**config.mk**
```make
export PLATFORM = sky130hd
export DESIGN_NAME = display_serial_regs
export DESIGN_NICKNAME = d
export VERILOG_FILES = /design/src/rtl/dsr_pkg.sv /design/src/rtl/dsr_sync.sv /design/src/rtl/dsr_shift.sv /design/src/rtl/dsr_regfile.sv /design/src/rtl/display_serial_regs.sv
export SDC_FILE = /design/constraint.sdc
export NUM_CORES = 1
export LEC_CHECK = 0
export ABC_CLOCK_PERIOD_IN_PS = 5150
export BUFFER_PORTS_ARGS = -buffer_cell sky130_fd_sc_hd__buf_2
export CAP_MARGIN = 0
export CORE_ASPECT_RATIO = 1.25
export CORE_MARGIN = 2
export CORE_UTILIZATION = 55
export DETAILED_ROUTE_END_ITERATION = 10
export GPL_ROUTABILITY_DRIVEN = 0
export PLACE_DENSITY = 0.8
export SLEW_MARGIN = 40
export SYNTH_ARGS = -nofsm -noshare
export SYNTH_HDL_FRONTEND = slang
export SYNTH_SLANG_ARGS = --single-unit
export TNS_END_PERCENT = 1
```
**constraint.sdc**
```tcl
create_clock -name clk -period 5.15 [get_ports clk]
set_input_delay 1.2875 -clock clk [delete_from_list [all_inputs] [get_ports clk]]
set_output_delay 1.2875 -clock clk [all_outputs]
set_load 0.03 [all_outputs]
```
**src/rtl/dsr_pkg.sv**
```systemverilog
package dsr_pkg;

    localparam int FRAME_W    = 16;
    localparam int ADDR_W     = 4;
    localparam int DATA_W     = 8;
    localparam int PAD_W      = FRAME_W - ADDR_W - DATA_W;
    localparam int NUM_DIGITS = 8;
    localparam int BRIGHT_W   = 4;
    localparam int SCAN_W     = 3;

    localparam logic [ADDR_W-1:0] ADDR_NOP    = 4'h0;
    localparam logic [ADDR_W-1:0] ADDR_DECODE = 4'h9;
    localparam logic [ADDR_W-1:0] ADDR_BRIGHT = 4'hA;
    localparam logic [ADDR_W-1:0] ADDR_SCAN   = 4'hB;
    localparam logic [ADDR_W-1:0] ADDR_POWER  = 4'hC;
    localparam logic [ADDR_W-1:0] ADDR_FEAT   = 4'hE;
    localparam logic [ADDR_W-1:0] ADDR_TEST   = 4'hF;

    localparam int FEAT_RESET_BIT = 1;
    localparam int POWER_KEEP_BIT = 7;
    localparam int POWER_RUN_BIT  = 0;

    typedef struct packed {
        logic [PAD_W-1:0]  pad;
        logic [ADDR_W-1:0] addr;
        logic [DATA_W-1:0] data;
    } frame_t;

    typedef struct packed {
        logic [DATA_W-1:0]   decode;
        logic [BRIGHT_W-1:0] bright;
        logic [SCAN_W-1:0]   scan;
        logic                run;
        logic                test;
    } ctrl_t;

    function automatic ctrl_t ctrl_default();
        ctrl_t c;
        c.decode = '0;
        c.bright = '0;
        c.scan   = '0;
        c.run    = 1'b0;
        c.test   = 1'b0;
        return c;
    endfunction

    function automatic logic [ADDR_W-1:0] digit_addr(input int idx);
        return ADDR_W'(idx + 1);
    endfunction

endpackage

```
**src/rtl/dsr_sync.sv**
```systemverilog
module dsr_sync #(
    parameter int          W       = 3,
    parameter int          STAGES  = 2,
    parameter logic [W-1:0] RST_VAL = '0
) (
    input  logic         clk,
    input  logic         rst,
    input  logic [W-1:0] async_i,
    output logic [W-1:0] sync_o,
    output logic [W-1:0] prev_o
);

    logic [W-1:0] pipe_q [STAGES];

    generate
        for (genvar s = 0; s < STAGES; s++) begin : g_stage
            if (s == 0) begin : g_first
                always_ff @(posedge clk) begin
                    if (rst) pipe_q[s] <= RST_VAL;
                    else     pipe_q[s] <= async_i;
                end
            end else begin : g_next
                always_ff @(posedge clk) begin
                    if (rst) pipe_q[s] <= RST_VAL;
                    else     pipe_q[s] <= pipe_q[s-1];
                end
            end
        end
    endgenerate

    always_ff @(posedge clk) begin
        if (rst) prev_o <= RST_VAL;
        else     prev_o <= pipe_q[STAGES-1];
    end

    assign sync_o = pipe_q[STAGES-1];

endmodule

```
**src/rtl/dsr_shift.sv**
```systemverilog
module dsr_shift
    import dsr_pkg::*;
(
    input  logic   clk,
    input  logic   rst,
    input  logic   shift_en,
    input  logic   out_en,
    input  logic   din,
    output frame_t frame_o,
    output logic   dout_o
);

    logic [FRAME_W-1:0] sh_q;
    logic               spill_q;

    always_ff @(posedge clk) begin
        if (rst) begin
            sh_q    <= '0;
            spill_q <= 1'b0;
        end else if (shift_en) begin
            sh_q    <= {sh_q[FRAME_W-2:0], din};
            spill_q <= sh_q[FRAME_W-1];
        end
    end

    always_ff @(posedge clk) begin
        if (rst)         dout_o <= 1'b0;
        else if (out_en) dout_o <= spill_q;
    end

    assign frame_o = frame_t'(sh_q);

endmodule

```
**src/rtl/dsr_regfile.sv**
```systemverilog
module dsr_regfile
    import dsr_pkg::*;
(
    input  logic                           clk,
    input  logic                           rst,
    input  logic                           commit,
    input  frame_t                         frame,
    output logic [NUM_DIGITS*DATA_W-1:0]   digits_o,
    output ctrl_t                          ctrl_o,
    output logic [DATA_W-1:0]              feat_o
);

    logic [DATA_W-1:0] dig_q [NUM_DIGITS];

    generate
        for (genvar g = 0; g < NUM_DIGITS; g++) begin : g_digit
            always_ff @(posedge clk) begin
                if (rst)
                    dig_q[g] <= '0;
                else if (commit && frame.addr == digit_addr(g))
                    dig_q[g] <= frame.data;
            end
            assign digits_o[g*DATA_W +: DATA_W] = dig_q[g];
        end
    endgenerate

    always_ff @(posedge clk) begin
        if (rst) begin
            ctrl_o <= ctrl_default();
            feat_o <= '0;
        end else if (commit) begin
            case (frame.addr)
                ADDR_DECODE: ctrl_o.decode <= frame.data;
                ADDR_BRIGHT: ctrl_o.bright <= frame.data[BRIGHT_W-1:0];
                ADDR_SCAN:   ctrl_o.scan   <= frame.data[SCAN_W-1:0];
                ADDR_TEST:   ctrl_o.test   <= frame.data[0];
                ADDR_POWER: begin
                    ctrl_o.run <= frame.data[POWER_RUN_BIT];
                    if (!frame.data[POWER_KEEP_BIT])
                        feat_o <= '0;
                end
                ADDR_FEAT: begin
                    feat_o <= frame.data & ~(DATA_W'(1) << FEAT_RESET_BIT);
                    if (frame.data[FEAT_RESET_BIT])
                        ctrl_o <= ctrl_default();
                end
                default: ;
            endcase
        end
    end

endmodule

```
**src/rtl/display_serial_regs.sv**
```systemverilog
module display_serial_regs
    import dsr_pkg::*;
#(
    parameter int SYNC_STAGES = 2
) (
    input  logic                         clk,
    input  logic                         rst,
    input  logic                         ser_clk_i,
    input  logic                         ser_din_i,
    input  logic                         ser_csn_i,
    output logic                         ser_dout_o,
    output logic [NUM_DIGITS*DATA_W-1:0] digits_o,
    output logic [DATA_W-1:0]            decode_o,
    output logic [BRIGHT_W-1:0]          bright_o,
    output logic [SCAN_W-1:0]            scan_o,
    output logic                         run_o,
    output logic                         test_o,
    output logic [DATA_W-1:0]            feature_o
);

    localparam int PIN_CLK = 0;
    localparam int PIN_DIN = 1;
    localparam int PIN_CSN = 2;

    logic [2:0] pins_s, pins_p;
    logic       csn_s;
    logic       sclk_rise_p, sclk_fall_p, commit_p;
    logic       unused_prev_din;
    frame_t     frame_q;
    ctrl_t      ctrl_q;

    dsr_sync #(
        .W       (3),
        .STAGES  (SYNC_STAGES),
        .RST_VAL (3'b100)
    ) u_sync (
        .clk     (clk),
        .rst     (rst),
        .async_i ({ser_csn_i, ser_din_i, ser_clk_i}),
        .sync_o  (pins_s),
        .prev_o  (pins_p)
    );

    assign csn_s           = pins_s[PIN_CSN];
    assign sclk_rise_p     = pins_s[PIN_CLK] & ~pins_p[PIN_CLK] & ~csn_s;
    assign sclk_fall_p     = ~pins_s[PIN_CLK] & pins_p[PIN_CLK] & ~csn_s;
    assign commit_p        = pins_s[PIN_CSN] & ~pins_p[PIN_CSN];
    assign unused_prev_din = pins_p[PIN_DIN];

    dsr_shift u_shift (
        .clk      (clk),
        .rst      (rst),
        .shift_en (sclk_rise_p),
        .out_en   (sclk_fall_p),
        .din      (pins_s[PIN_DIN]),
        .frame_o  (frame_q),
        .dout_o   (ser_dout_o)
    );

    dsr_regfile u_regs (
        .clk      (clk),
        .rst      (rst),
        .commit   (commit_p),
        .frame    (frame_q),
        .digits_o (digits_o),
        .ctrl_o   (ctrl_q),
        .feat_o   (feature_o)
    );

    assign decode_o = ctrl_q.decode;
    assign bright_o = ctrl_q.bright;
    assign scan_o   = ctrl_q.scan;
    assign run_o    = ctrl_q.run;
    assign test_o   = ctrl_q.test;

endmodule

```
==> results of run 1 <==
## cell usage after synthesis (3+ instances only)
cell / number / area (um^2)
a22o_1: 8 / 70.1
clkbuf_1: 18 / 67.6
o21ai_0: 3 / 15.0
a21oi_1: 26 / 130
nor3_2: 4 / 40.0
dfxtp_1: 50 / 1000
or2_2: 3 / 18.8
nand2b_1: 3 / 18.8
nand4b_1: 3 / 26.3
and2_1: 68 / 425
nand2_1: 60 / 225
nor2b_1: 9 / 56.3
nand3_1: 9 / 45.0
edfxtp_1: 64 / 1920
mux2i_1: 8 / 80.1
buf_2: 7 / 35.0
nor2_1: 21 / 78.8
## metal layers
layer	vias to the layer above	routed length [um]
met5	-	0
met4	0	225
met3	18	538
met2	117	5140
met1	1537	3830
li1	1485	-
## power by group
group	total [uW]	internal, uW	switching [uW]
Clock	1110	725	380
Combinational	78.5	16.6	61.9
Sequential	987	980	7.21
## worst max-delay path: cells and delay by family
kind                   cells  cell delay, ns
buffers and inverters      2            0.95
and+or+nand+nor            1            0.38
## final timing paths
path | cells after the start | from | to | slack (ns)
setup / recovery | 3 | rst | u_regs.dig_q[3][1] | 2.69
hold / removal | 1 | u_sync.pipe_q[0][2] | u_sync.pipe_q[1][2] | 0.41
hold reg to reg | 1 | u_sync.pipe_q[0][2] | u_sync.pipe_q[1][2] | 0.41
setup reg to reg | 4 | u_shift.frame_o[8] | u_regs.ctrl_o[15] | 3.06
## metrics by stage
step,area [um^2],power [uW]
after floorplan,4420,1060
after global placement,4900,1080
after detailed placement,4900,1080
after CTS,5470,2180
after global routing,5470,2230
final,5470,2170
## area by class of cell
type	count	area, um^2
clock buffer	19	422
sequential	114	2920
inverter	2	7.51
multi-input combinational	243	1380
tap	95	119
timing repair buffer	94	473
fill	526	2330
clock inverter	13	143
## sequential cells by signal (all words and copies together) (netlist names)
name and flops:
u_shift.dout_o 1, u_shift.spill_q 1, u_sync.prev_o 2, u_shift.frame_o 16
u_sync.pipe_q 6, u_regs.feat_o 7, u_regs.dig_q 64, u_regs.ctrl_o 17
## kinds of logic (layout without fill, tap and decap cells)
family / after synthesis / count (layout) / synth area share (%)
compound gates: 41 / 41 / 5.71
buf+inv: 29 / 128 / 2.74
flops: 114 / 114 / 66.1
mux: 8 / 8 / 1.81
other cells: 1 / 1 / 0.0848
simple gates: 193 / 193 / 23.6
==> results.json, run 1 <==
{
  "final_util_pct": 70.2,
  "die_h_um": 104,
  "final_cells": 580,
  "worst-path-max-fanout": 46,
  "critPathKind": "input port to register",
  "grt_remaining_overflow": 0,
  "crit_slowest_cell": "buf_2",
  "synth_cells": 386,
  "clkTransAtPathRegs_ns": 0.05,
  "period_needed_ns": 2.46,
  "layout_commonest_cell": "buf_2",
  "wl_per_cell_um": 16.8,
  "fin_crit_sh_pct": 47.7,
  "rows": 36,
  "first_global_vias": 3056,
  "ir_drop_v": 0.000304,
  "syn_area_um2": 4420,
  "busiest_layer": "met2",
  "drv_slew": 0,
  "cts_sinks": 114,
  "cp_cell_sequence": "buf_2 -> inv_1 -> nand2_1",
  "first_iter_violations": 253,
  "timing.hold.ws_ns": 0.406,
  "crit_required_ns": 5.32,
  "cts_tree": "yes",
  "cp-start-kind": "input port",
  "finClkSkew_ns": 0.00926,
  "outcome": "completed",
  "synth_edf_count": 64,
  "avgSynthCellArea_um2": 11.5,
  "finalSetupViolCount": 0,
  "use_met3_pct": 5.87,
  "die_w_um": 84.2,
  "globalRouteMet1Util_pct": 26.4,
  "leakagePower_uw": 0.00221,
  "port_buffers": 93,
  "cpPeakStageDelay_ns": 0.60,
  "postSynth.topFlopCell": "edfxtp_1",
  "rsz0062_at_grt": "false",
  "clockRootBuffer": "clkbuf_8",
  "h-tree-depth": 4,
  "first_pass_iters": 4,
  "io_pins": 95,
  "synth.distinct_cells": 34,
  "numCtsBuffers": 17,
  "hold_buffers": 0,
  "cts_buffer_depth": 2,
  "grt_max_degree": 47,
  "vias": 3157,
  "end_kind": "register",
  "clock.fmax_ghz": 0.407,
  "worst_pin_slew_ns": 0.791,
  "clkLatencyLatePin_ns": 0.51,
  "slew_headroom_pct": 47.3,
  "synth_seq_cells": 114,
  "drt_drc_violations_left": 0,
  "postSynth.asyncResetShare_pct": 0,
  "finalSetupTns_ns": 0,
  "coreArea_um2": 7790,
  "postRouteAntennaNets": 0,
  "final_cell_mix": "93 x buf_2, 68 x and2_1, 64 x edfxtp_1",
  "crit_arrival_ns": 2.63,
  "area_delta_synth_final_pct": 23.6,
  "maxCapViolCount": 0,
  "dp.cells": 548,
  "fin_ws_ns": 2.69,
  "hpwl_um": 6310,
  "yosysSeqAreaShare_pct": 66.1,
  "diodes": 0,
  "nNetsFinal": 477,
  "power_density_nw_per_um2": 397,
  "cts_setup_buffers": 0,
  "yosys_warnings": 0,
  "grt_pass1_wl_um": 15300,
  "die_area_um2": 8780,
  "wl_um": 9730,
  "avgViaCountPerCell": 5.44,
  "drive_gt1_share_pct": 26.8,
  "post_cts_resized": 0,
  "grt_usage_pct": 22.8,
  "start_util_pct": 56.8,
  "syn_nets": 391,
  "use_met2_pct": 38.6,
  "antenna_found_initial": 0,
  "hold_viol_final": 0,
  "holdCritPathClass": "register to register",
  "dp_slack_ns": 2.15
}
Note: power is estimated with default switching activity, not from simulation.
==> run 2, diff against run 1 <==
ABC_CLOCK_PERIOD_IN_PS = 2550   (was 5150)
CORE_UTILIZATION = 54   (was 55)
PLACE_DENSITY = 0.79   (was 0.8)
clock period = 2.55 ns   (was 5.15 ns; I/O delays follow)
==> run 2 against run 1 <==
  * Cell count is 0.86% higher
  * Die area is 1.8% higher
  * Utilization is 0.18 points lower
  * First-iteration DRC count is 33% lower
  * Clock skew is 0.0025 ns lower
  * Worst setup slack worse by 2.1 ns
  * Critical endpoint is now u_regs.dig_q[6][0]
  * Largest cell class unchanged
==> results.json, run 2 (same netlist as run 1, synthesis figures left out) <==
{
  "fin_crit_sh_pct": 78.2,
  "first_global_vias": 3021,
  "drv_slew": 0,
  "ir_drop_v": 0.000581,
  "dp_slack_ns": 0.585,
  "finalSetupTns_ns": 0,
  "power_uw": 4390,
  "power_density_nw_per_um2": 797,
  "layout_commonest_cell": "buf_2",
  "die_area_um2": 8940,
  "slew_headroom_pct": 54.8,
  "grt_max_degree": 43,
  "holdCritPathClass": "input port to register",
  "avgViaCountPerCell": 5.42,
  "hold_buffers": 0,
  "end_kind": "register",
  "rsz0062_at_grt": "false",
  "dr_wl_met2_um": 5160,
  "clkLatencyLatePin_ns": 0.51,
  "nNetsFinal": 482,
  "clkTransAtPathRegs_ns": 0.06,
  "first_pass_iters": 5,
  "diodes": 0,
  "first_iter_violations": 169,
  "crit_arrival_ns": 2.17,
  "largest_register": "u_regs.dig_q",
  "finalSetupViolCount": 0,
  "worst_pin_slew_ns": 0.669,
  "io_pins": 95,
  "die_h_um": 105,
  "maxCapViolCount": 0,
  "largest_reg_flops": 64,
  "post_cts_resized": 0,
  "start_util_pct": 56.1,
  "vias": 3168,
  "grt_remaining_overflow": 0,
  "clock.fmax_ghz": 0.502,
  "cts_tree": "yes",
  "multiInputGateArea_um2": 1380,
  "finClkSkew_ns": 0.00673,
  "cp-start-kind": "register",
  "drt_drc_violations_left": 0,
  "seqCellArea_um2": 2920,
  "clockRootBuffer": "clkbuf_8",
  "period_needed_ns": 1.99,
  "numCtsBuffers": 17,
  "fin_ws_ns": 0.557,
  "antenna_found_initial": 0,
  "p_switching_uw": 987,
  "fillCellCount": 540,
  "postRouteAntennaNets": 0,
  "routed.top_layer": "met4",
  "port_buffers": 93,
  "drive_gt1_share_pct": 28.8,
  "netSwitchingFraction_pct": 22.5,
  "h-tree-depth": 4,
  "coreArea_um2": 7880,
  "wl_met3_um": 548,
  "whs_path_depth": 2,
  "critPathKind": "register to register",
  "hold_viol_final": 0,
  "cts_buffer_depth": 2,
  "outcome": "completed",
  "m1WireLength_um": 3690,
  "power.share.combinational_pct": 3.6,
  "hpwl_um": 6270,
  "final_cell_mix": "93 x buf_2, 68 x and2_1, 64 x edfxtp_1",
  "rows": 36,
  "intPower_uw": 3410,
  "wl_um": 9610,
  "clkPwrFrac_pct": 51.1,
  "grt_pass1_wl_um": 15100,
  "leakagePower_uw": 0.00224,
  "crit_required_ns": 2.73,
  "cts_sinks": 114,
  "r2r_cells": 3,
  "grt_usage_pct": 22.4,
  "die_w_um": 85.0,
  "cts_setup_buffers": 0,
  "seqPwrFrac_pct": 45.3,
  "wl_per_cell_um": 16.4,
  "worst-path-max-fanout": 18,
  "area_delta_synth_final_pct": 24.7
}
==> run 2: cell count changes in the layout (fill, tap and decap cells not counted) <==
cell and change:
buf_4 +5, bufinv_16 -1, clkbuf_1 -2, clkinv_1 -4
clkinv_2 -1, clkinv_4 +5, clkinvlp_4 +1, inv_6 +2
==> run 2: metrics by stage <==
stage	instances	instance area (um^2)	utilization [%]	hold slack (ns)
floorplan	386	4420	-	0.389
global placement	553	4940	62.7	0.393
detailed placement	553	4940	62.7	0.394
CTS	585	5520	70.0	0.290
global route	585	5520	70.0	0.296
finish	585	5520	70.0	0.309
==> run 2: critical path, stage by stage (launching register included) <==
cell and delay [ns]:
dfxtp_1 0.61, nor4bb_1 0.61, nand3_1 0.15, nand2_1 0.30
==> run 2: power by group through the flow <==
stage | sequential, uW | combinational [uW] | clock, uW
finish | 1990 | 159 | 2240
global route | 1990 | 168 | 2350
CTS | 1990 | 161 | 2260
detailed placement | 2030 | 160 | 0
global placement | 2030 | 157 | 0
floorplan | 2100 | 38.2 | 0
==> run 2: path summary, 6_finish.rpt <==
path	start	end	slack (ns)
worst max-delay path	u_shift.frame_o[10]	u_regs.dig_q[6][0]	0.56
worst min-delay path	ser_csn_i	u_sync.pipe_q[0][2]	0.31
worst max register to register	u_shift.frame_o[10]	u_regs.dig_q[6][0]	0.56
worst min register to register	u_sync.pipe_q[0][2]	u_sync.pipe_q[1][2]	0.41
==> run 2: area by class of cell <==
| class | instances | area share (%) |
|---|---|---|
| sequential | 114 | 53.0 |
| multi-input combinational | 243 | 25.0 |
| timing repair buffer | 99 | 9.26 |
| clock buffer | 17 | 7.51 |
| clock inverter | 15 | 2.93 |
| tap | 95 | 2.16 |
| inverter | 2 | 0.136 |
==> run 2: layer usage <==
metal,up-vias,global-route usage [%]
met4,0,7.48
met3,19,7.35
li1,1496,-
met2,132,39.7
met1,1521,25.0
met5,-,0
==> run 3, diff against run 2 <==
ABC_CLOCK_PERIOD_IN_PS = 1800   (was 2550)
CORE_UTILIZATION = 49   (was 54)
PLACE_DENSITY = 0.76   (was 0.79)
clock period = 1.8 ns   (was 2.55 ns; I/O delays follow)
==> run 3 against run 2 <==
  * Sequential share of layout area down 1.3 points
  * Worst setup slack got worse by 0.39 ns
  * Final area grew 2.7%
  * Hold slack worse by 0.19 ns
  * Routed wire length shrank 3.9%
  * First-iteration DRC count down 0.59%
  * Register-to-register slack lost 0.39 ns
  * Sequential power is 42% higher
  * Clock power up 44%
  * Utilization down 5.2 points
  * Count of clock-buffer cells in the layout increased by 4
  * Critical endpoint is now u_regs.feat_o[6]
==> results.json, run 3 (same netlist as run 1, synthesis figures left out) <==
{
  "cpPeakStageDelay_ns": 0.55,
  "drt_drc_violations_left": 0,
  "wl_um": 9230,
  "io_pins": 95,
  "final_util_pct": 64.7,
  "vias": 3154,
  "netSwitchingFraction_pct": 21.3,
  "dp.cells": 589,
  "clock.fmax_ghz": 0.611,
  "crit_arrival_ns": 2.03,
  "first_global_vias": 2825,
  "p_switching_uw": 1330,
  "clkPwrFrac_pct": 51.4,
  "whs_path_depth": 2,
  "rows": 38,
  "rsz0062_at_grt": "false",
  "seqCellArea_um2": 2930,
  "fillCellCount": 703,
  "worst_pin_slew_ns": 0.593,
  "area_delta_synth_final_pct": 28.0,
  "min_from": "ser_csn_i",
  "drv_slew": 0,
  "start_util_pct": 50.6,
  "hpwl_um": 6210,
  "grt_pass1_wl_um": 13900,
  "grt_usage_pct": 19.7,
  "cts_buffer_depth": 2,
  "h-tree-depth": 4,
  "postRouteAntennaNets": 0,
  "power_uw": 6280,
  "cp-start-kind": "register",
  "end_kind": "register",
  "fin_crit_sh_pct": 91.0,
  "cts_sinks": 114,
  "final_cells": 621,
  "diodes": 0,
  "r2r_cells": 4,
  "antenna_found_initial": 0,
  "clkLatencyLatePin_ns": 0.52,
  "critPathKind": "register to register",
  "cts_tree": "yes",
  "finClkSkew_ns": 0.00857,
  "layout_commonest_cell": "buf_2",
  "seqPwrFrac_pct": 44.9,
  "clkTransAtPathRegs_ns": 0.06,
  "timing.hold.ws_ns": 0.119,
  "crit_slowest_cell": "dfxtp_1",
  "die_area_um2": 9810,
  "numCtsBuffers": 17,
  "leakagePower_uw": 0.00233,
  "coreArea_um2": 8750,
  "largest_register": "u_regs.dig_q",
  "worstReg2RegStart": "u_shift.frame_o[11]",
  "clockRootBuffer": "clkbuf_8",
  "power.share.combinational_pct": 3.7,
  "worst-path-max-fanout": 11,
  "period_needed_ns": 1.64,
  "multiInputGateArea_um2": 1400,
  "hold_viol_final": 0,
  "intPower_uw": 4940,
  "grt_remaining_overflow": 0,
  "slew_headroom_pct": 60.5,
  "die_w_um": 89.0,
  "avgViaCountPerCell": 5.08,
  "min_to": "u_sync.pipe_q[0][2]",
  "grt_max_degree": 25,
  "crit_required_ns": 2.19,
  "cp_cell_sequence": "nand4b_1 -> or3_1 -> nand2_1 -> a21oi_1",
  "port_buffers": 93,
  "reg2reg_to": "u_regs.feat_o[6]",
  "nNetsFinal": 493,
  "drive_gt1_share_pct": 31.5,
  "ir_drop_v": 0.000753,
  "reg2reg_slack_ns": 0.16,
  "finalSetupViolCount": 0,
  "outcome": "completed",
  "power_density_nw_per_um2": 1110,
  "holdCritPathClass": "input port to register",
  "wl_per_cell_um": 14.9,
  "finalSetupTns_ns": 0,
  "first_iter_violations": 168,
  "die_h_um": 110,
  "largest_reg_flops": 64,
  "maxCapViolCount": 0,
  "first_pass_iters": 4,
  "final_cell_mix": "93 x buf_2, 68 x and2_1, 64 x edfxtp_1"
}
==> run 3: cell types whose count changed in the layout (fill, tap and decap cells not counted), sizes merged <==
cell and change:
bufinv -1, clkinvlp -4, inv +1, clkbuf +4, buf +11
==> run 3: critical path: cells and delay by family, from the launching register on <==
| kind | cells | cell delay (ns) |
|---|---|---|
| and+or+nand+nor | 3 | 0.91 |
| DFF | 1 | 0.55 |
| AOI/OAI and AO/OA | 1 | 0.06 |
==> run 3: area by class of cell <==
type | instances | area share (%)
Clock buffer | 21 | 8.77
Clock inverter | 11 | 1.68
Inverter | 2 | 0.133
Multi-Input combinational cell | 243 | 24.6
Sequential cell | 114 | 51.7
Tap cell | 120 | 2.65
Timing Repair Buffer | 110 | 10.5
==> run 3: routing by layer <==
layer | up-vias | part of all wire (%) | track usage, %
met1 | 1507 | 41 | 23.6
met4 | 0 | 1.3 | 9.81
met5 | - | 0 | 0
met3 | 11 | 5.8 | 5.88
li1 | 1516 | - | -
met2 | 120 | 52 | 32.1
==> run 3: what timing repair did <==
| action | 4_1_cts | 5_1_grt |
|---|---|---|
| buffers inserted | 0 | 0 |
| hold buffers | 0 | 0 |
| gates resized for setup | 0 | 5 |
| endpoints found under the setup margin | 0 | 24 |
==> run 3: worst max-delay path by stage <==
| stage | startpoint | to | slack, ns | cells past startpoint |
|---|---|---|---|---|
| final | u_shift.frame_o[11] | u_regs.feat_o[6] | 0.16 | 4 |
| after global routing | u_shift.frame_o[11] | u_regs.feat_o[3] | 0.008 | 4 |
| after global placement | u_shift.frame_o[10] | u_regs.dig_q[2][4] | 0.17 | 4 |
| after detailed placement | u_shift.frame_o[9] | u_regs.dig_q[2][4] | 0.14 | 4 |
| after floorplan | u_shift.frame_o[8] | u_regs.dig_q[7][0] | 0.08 | 3 |
| after CTS | u_shift.frame_o[9] | u_regs.dig_q[2][4] | 0.12 | 4 |
==> run 3: per-stage QoR <==
step	worst slack (ns)	area (um^2)
CTS	0.122	5650
detailed placement	0.141	5060
global route	0.00803	5660
global placement	0.173	5060
finish	0.162	5660
floorplan	0.0795	4430
==> run 3: power by group through the flow <==
stage / registers, uW / clock network (uW) / logic (uW)
global route: 2820 / 3370 / 246
CTS: 2820 / 3270 / 233
finish: 2820 / 3220 / 232
detailed placement: 2870 / 0 / 232
global placement: 2870 / 0 / 230
floorplan: 2980 / 0 / 54.8
